===== src/rtl/keyed_wdt.sv =====
module keyed_wdt #(
  parameter int HALF_SEC_CYCLES = 12_000_000,
  parameter int PULSE_CYCLES    = 16
) (
  input  logic        clk,
  input  logic        rst_n,
  input  logic        req,
  input  logic        we,
  input  logic [7:0]  addr,
  input  logic [31:0] wdata,
  output logic [31:0] rdata,
  output logic        rst_out
);
  localparam int CNT_W = $clog2(32 * HALF_SEC_CYCLES + 1);
  localparam int PW    = (PULSE_CYCLES > 1) ? $clog2(PULSE_CYCLES) : 1;
  localparam logic [7:0] A_CTRL = 8'h10;
  localparam logic [7:0] A_CFG  = 8'h14;
  localparam logic [7:0] A_MODE = 8'h18;
  localparam logic [12:0] KEY   = 13'h14AF;

  logic             en, pulsing;
  logic [3:0]       code;
  logic [1:0]       cfg;
  logic [CNT_W-1:0] cnt, cnt_n;
  logic [PW-1:0]    pcnt;
  logic             fire;

  function automatic logic [CNT_W-1:0] period(input logic [3:0] c);
    logic [5:0] h;
    case (c)
      4'h0: h = 6'd1;
      4'h1: h = 6'd2;
      4'h2: h = 6'd4;
      4'h3: h = 6'd6;
      4'h4: h = 6'd8;
      4'h5: h = 6'd10;
      4'h6: h = 6'd12;
      4'h7: h = 6'd16;
      4'h8: h = 6'd20;
      4'h9: h = 6'd24;
      4'hA: h = 6'd28;
      default: h = 6'd32;
    endcase
    return CNT_W'(h) * CNT_W'(HALF_SEC_CYCLES);
  endfunction

  wire wr_ctrl   = req & we & (addr == A_CTRL);
  wire wr_cfg    = req & we & (addr == A_CFG);
  wire wr_mode   = req & we & (addr == A_MODE);
  wire key_ok    = wdata[12:0] == KEY;
  wire reload    = wr_ctrl & key_ok & en;
  wire load_mode = wr_mode & wdata[0] & (~en | (wdata[7:4] != code));
  wire stop      = wr_mode & ~wdata[0];

  always_comb begin
    cnt_n = cnt;
    fire  = 1'b0;
    if (load_mode)
      cnt_n = period(wdata[7:4]) - 1'b1;
    else if (en && !stop) begin
      if (reload)
        cnt_n = period(code) - 1'b1;
      else if (cnt == '0) begin
        fire  = 1'b1;
        cnt_n = period(code) - 1'b1;
      end else
        cnt_n = cnt - 1'b1;
    end
  end

  always_ff @(posedge clk or negedge rst_n) begin
    if (!rst_n) begin
      en      <= 1'b0;
      code    <= '0;
      cfg     <= '0;
      cnt     <= '0;
      pcnt    <= '0;
      pulsing <= 1'b0;
    end else begin
      if (wr_cfg) cfg <= wdata[1:0];
      if (pulsing) begin
        pcnt <= pcnt - 1'b1;
        if (pcnt == '0) begin
          pulsing <= 1'b0;
          en      <= 1'b0;
        end
      end else begin
        cnt <= cnt_n;
        if (wr_mode) begin
          code <= wdata[7:4];
          en   <= wdata[0];
        end
        if (fire && cfg == 2'b01) begin
          pulsing <= 1'b1;
          pcnt    <= PW'(PULSE_CYCLES - 1);
        end
      end
    end
  end

  assign rst_out = pulsing;
  assign rdata = (addr == A_CFG)  ? {30'b0, cfg} :
                 (addr == A_MODE) ? {24'b0, code, 3'b0, en} : 32'b0;

  AST_BAD_KEY_NO_RELOAD: assert property (@(posedge clk) disable iff (!rst_n)
    wr_ctrl && !key_ok && en && !pulsing && cnt != '0 |=> cnt == $past(cnt) - 1'b1);
  AST_PULSE_NEEDS_RESET_CFG: assert property (@(posedge clk) disable iff (!rst_n)
    $rose(rst_out) |-> $past(en) && $past(cfg) == 2'b01);
  AST_EN_CLEARED_AFTER_PULSE: assert property (@(posedge clk) disable iff (!rst_n)
    $fell(rst_out) |-> !en && rdata[0] == 1'b0 || addr != A_MODE);
  AST_STOPPED_NO_PULSE: assert property (@(posedge clk) disable iff (!rst_n)
    !en && !pulsing |=> !rst_out);
  AST_KEY_RELOAD_FULL: assert property (@(posedge clk) disable iff (!rst_n)
    wr_ctrl && key_ok && en && !pulsing |=> cnt == period(code) - 1'b1);
endmodule


===== config.mk =====
export PLATFORM = sky130hd
export DESIGN_NAME = keyed_wdt
export DESIGN_NICKNAME = d
export VERILOG_FILES = /design/src/rtl/keyed_wdt.sv
export SDC_FILE = /design/constraint.sdc
export NUM_CORES = 1
export LEC_CHECK = 0
export CAP_MARGIN = 20
export CORE_ASPECT_RATIO = 0.5
export CORE_MARGIN = 3
export CORE_UTILIZATION = 35
export DETAILED_ROUTE_END_ITERATION = 6
export DONT_BUFFER_PORTS = 1
export PLACE_DENSITY_LB_ADDON = 0.1
export SLEW_MARGIN = 20
export SYNTH_ARGS = -nofsm -noshare
export SYNTH_HDL_FRONTEND = slang
export SYNTH_SLANG_ARGS = --single-unit

===== constraint.sdc =====
create_clock -name clk -period 10.45 [get_ports clk]
set_clock_uncertainty 0.1 [all_clocks]
set_input_delay 2.09 -clock clk [delete_from_list [all_inputs] [get_ports clk]]
set_output_delay 2.09 -clock clk [all_outputs]
set_load 0.03 [all_outputs]

**Word level (Yosys, flattened, before mapping)**

Memories as Yosys holds them, arrays and structs flattened.
Index checks and enable logic that the tools add are counted.

- Memories kept: 3
- Bits of input ports: 44
- Logic and storage cells: 74
- Bits in read-only memories: 288
- Register bits: 41

Memory list:

| memory | depth | bits a word | rd ports | clocked after memory_dff | write ports | RTL line | RTL |
|---|---|---|---|---|---|---|---|
| (no name shown) | 16 | 6 | 1 | 0 | 0 | 30 | `case (c)` |
| (no name shown) | 16 | 6 | 1 | 0 | 0 | 30 |  |
| (no name shown) | 16 | 6 | 1 | 0 | 0 | 30 |  |

- Equal/unequal tests: 7
- Reductions and logical operators: 11
- Multiplexer cells: 26
- $add $sub $neg: 5
- Bitwise gates (word level): 13
- Multiply operators: 3

Operators with widths:

| operator | number |
|---|---|
| two-way mux 29 bit | 4 |
| subtractor 29 x 1 -> 29 bit (second input constant) | 4 |
| multiplier 6 x 16 -> 21 bit (second input constant) | 3 |
| two-way mux 6 bit | 8 |
| logical NOT 29 bit | 1 |
| == test 8 x 5 -> 1 bit (second input constant) | 3 |
| two-way mux 8 bit | 2 |
| == test 13 bit (second input constant) | 1 |
| two-way mux 1 bit | 10 |
| AND 1 bit | 9 |
| two-way mux 4 bit | 2 |
| AND reduction 2 bit | 3 |
| nonzero test 2 bit | 3 |
| logical NOT 4 bit | 1 |
| inequality test 4 bit | 1 |
| subtractor 4 x 1 -> 4 bit (second input constant) | 1 |
| NOT 1 bit | 3 |
| == test 2 x 1 -> 1 bit (second input constant) | 1 |
| logical AND 1 bit | 2 |
| inequality test 2 x 1 -> 1 bit (second input constant) | 1 |
| logical NOT 1 bit | 1 |
| bitwise OR 1 bit | 1 |

**Logic depth before layout (Yosys ltp)**

- Word-level depth: 13
- Mapped depth: 25
- Mapped depth without buffers: 23

**Worst setup path before layout**

Ideal clock, no wire load.

- Path type: input to register
- From: input wdata[4]
- To: register cnt[28]
- Data required time: 10.224 ns
- Arrival: 7.419 ns
- Cell stages on the path: 21
- Buffers on the path: 1
- Setup time: 0.126 ns
- Setup slack: 2.805 ns
- Path through: inv_1 ha_1 nand2_1 o22ai_1 ha_1 fa_1 inv_1 fa_1 inv_1 ha_1 buf_6 and3_4 a221oi_4 nor3_2 or4b_1 mux2i_1 nand2_1 nor3b_2 or4b_1 xor3_1 o32a_1

- Word-level cells in the longest chain between the ends: 6

RTL lines:

| element | RTL line | RTL |
|---|---|---|
| start, declared | 10 | `input logic [31:0] wdata,` |
| parallel branches: the longest is 6 deep, another holds subtractor 29 x 1 -> 29 bit | -- |  |
| end signal, assigned | 88 | `cnt <= cnt_n;` |
| end, declared | 24 | `logic [CNT_W-1:0] cnt, cnt_n;` |

Parallel ways; which one is timed is not known. The select of a mux whose other input is x is not followed.
A chain may end at the register's enable or synchronous reset.

**Final worst setup path**

Same ends and word-level chain as after synthesis.

==> reports/metrics.cfg <==
[status]
status=finished clean

[placed_design]
dp.final_hpwl_mm=16.9
dp_slack_ns=1.77
dp_cells=1202
portBuffers=0
gp_congestion=0.854

[power_and_ir_drop]
switching_share=0.502
ir_drop_mv=0.0503
leakage_nw=3.82
p_seq_frac=0.195
p_clk_frac=0.128
switchingPower_mw=0.614
powerDensity_nw_per_um2=156
combPwrFrac=0.677
power_mw=1.22
p_int_mw=0.610

[clock_network]
clockRootBuffer=clkbuf_16
clock_latency_ns=0.29
cts_hold_buffers=0
cts_buffers=5
numClockSinks=41
cts_resized=0
clockBufferDepth=2
clk_pin_slew_ns=0.06
tritoncts=built
htree_levels=2
postCtsSetupRepairBufs=0

[critical_path]
critPathKind=in2reg
reg2reg_slack_ns=3.95
worstPathArrival_ns=8.48
required_ns=10.53
worstRegToRegCells=18
worst-path-max-fanout=9
critPathLaunchType=input port
end_kind=register

[grt]
grt_pass1_vias=6242
grt_pass1_wl_mm=33.5
antenna_found_initial=0
grt_max_degree=42
grt-ovfl-total=0
gr-usage-all-layers=0.180

[logic_synthesis]
synth_area_leaders=ha_1, dfrtp_1, fa_1
synth-edff-count=0
avgSynthCellArea_um2=7.90
synth_cell_types=73
synth_area_leader_cell=ha_1
synthCells=954
synth-seq-cells=41
synth_top_family_by_area=adder cells
async_flop_share=1.00
synth_mux_area_frac=0.0181
yosys.area_share.simple=0.215
synth_fa_ha_area_frac=0.256
syn_area_um2=7530
synthTopCellsByCount=inv_1, ha_1, nand2_1, nor2_1, a21oi_1
synth_compound_area_frac=0.182
yosys.cell_count.top_type=inv_1
synth_top_flop_cell=dfrtp_1
yosysTopAreaCellShare=0.166
synthXorXnorAreaFrac=0.0985
ys_seq_area_frac=0.136
ys_warn_count=0

[run]
maxCapViolCount=0

[floorplanning]
io_pins=77
die_area_um2=23400
start_util=0.362
fp.dieW_um=213
num_rows=37
die_h_um=110
core_area_um2=20800

[sta]
slew_headroom=0.251
period_share=0.804
fin_crit_ns=8.40
slew_viol_final=0
hold_slack_ns=0.405
timing.setup.tns_ns=0
rsz0062_at_grt=false
hold_viol_final=0
tightest_slew_ns=1.11
setup_ws_ns=2.05
fmax_mhz=119
setup-violations-final=0

[hold_path]
hold_path_class=reg2reg
min_path_cells=1

[route]
vias=6450
viasPerCell=5.33
ant_nets=0
wl_per_cell_um=16.9
finalWirelength_mm=20.4
drtIter0Drc=403
drt_pass1_iterations=4
drcViolationCount=0

[finish]
instances_no_fill=1210
final.fill_count=2209
syn2layout_area_growth_pct=3.92
drive_gt1_frac=0.0320
nNetsFinal=1114
antenna_cells=0
regArea_um2=1030
multi_input_area_um2=5910

[per-stage QoR]
step	area (µm²)	utilization
2_1_floorplan	7630	-
3_3_place_gp	7680	0.369
3_5_place_dp	7680	0.369
4_1_cts	7820	0.375
5_1_grt	7830	0.376
6_report	7830	0.376
[cells by family (layout without fill, tap and decap cells)]
| kind of cell | after synthesis | in the layout |
|---|---|---|
| adder cells (fa/ha/maj) | 134 | 134 |
| buffers and inverters | 157 | 115 |
| XOR/XNOR | 83 | 83 |
| multiplexers | 13 | 13 |
| AO/OA/AOI/OAI | 211 | 211 |
| flip-flops | 41 | 41 |
| AND/OR/NAND/NOR | 314 | 314 |
| other | 1 | 26 |
[cells in the final DEF, fill, tap and decap left out, drive strengths merged, types with 4 or more instances in the layout]
cell type,Yosys,final
a211oi,12,12
a21o,15,15
a21oi,53,53
a31oi,11,11
and2,12,12
and3,11,11
clkbuf,23,5
conb,1,26
dfrtp,41,41
fa,34,34
ha,100,100
inv,104,104
mux2,5,5
mux2i,8,8
nand2,77,77
nand2b,18,18
nand3,22,22
nand4,5,5
nand4b,4,4
nor2,77,77
nor2b,7,7
nor3,26,26
nor3b,4,4
nor4,9,9
nor4b,5,5
o211ai,10,10
o21a,5,5
o21ai,50,50
o22ai,8,8
o31ai,6,6
o41ai,6,6
or2,6,6
or3,13,13
or4,6,6
or4b,4,4
xnor2,45,45
xor2,37,37
[layer usage]
metal	part of all wire	track usage	wire length, µm	vias up
met5	0	0	0	-
met4	0.0029	0.0146	60	0
met3	0.032	0.0162	650	6
met2	0.40	0.271	8120	105
met1	0.57	0.286	11600	3089
li1	-	-	-	3250
[power groups by stage]
| stage | Clock, mW | Combinational (mW) | Sequential [mW] |
|---|---|---|---|
| floorplan | 0 | 0.653 | 0.230 |
| global placement | 0 | 0.814 | 0.240 |
| detailed placement | 0 | 0.818 | 0.240 |
| CTS | 0.160 | 0.825 | 0.238 |
| global route | 0.166 | 0.935 | 0.245 |
| finish | 0.157 | 0.829 | 0.239 |
[sequential cells by signal, summed over array words and instances (netlist names)]
register / flops
cnt: 29
code: 4
pcnt: 4
cfg: 2
en: 1
rst_out: 1
[area by class of cell]
type / instances / share of cell area
clock inverters: 3 / 0.00224
inverters: 104 / 0.0499
well taps: 273 / 0.0436
multi-input cells: 781 / 0.754
clock buffers: 5 / 0.0160
repair buffers: 3 / 0.00288
flip-flops and latches: 41 / 0.131
[worst paths after layout]
check	from	end
min in group asynchronous	rst_n	cnt[27]
worst max register to register	code[0]	cnt[28]
worst max-delay path	wdata[4]	cnt[28]
max in group asynchronous	rst_n	cnt[15]
worst min register to register	cnt[5]	cnt[5]
worst min-delay path	cnt[5]	cnt[5]
[worst max-delay path, stage by stage]
cell	delay, ns
inv_1	0.04
ha_1	0.27
nand2_1	0.05
o22ai_1	0.79
ha_1	0.46
fa_1	0.57
inv_1	0.06
fa_1	0.50
inv_1	0.04
ha_1	0.41
and3_4	0.24
a221oi_4	0.41
nor3_2	0.05
or4b_1	0.46
mux2i_1	0.37
nand2_1	0.15
nor3b_2	0.29
or4b_1	0.49
xor3_1	0.42
o32a_1	0.30
Power figures use the tool's default switching activity.
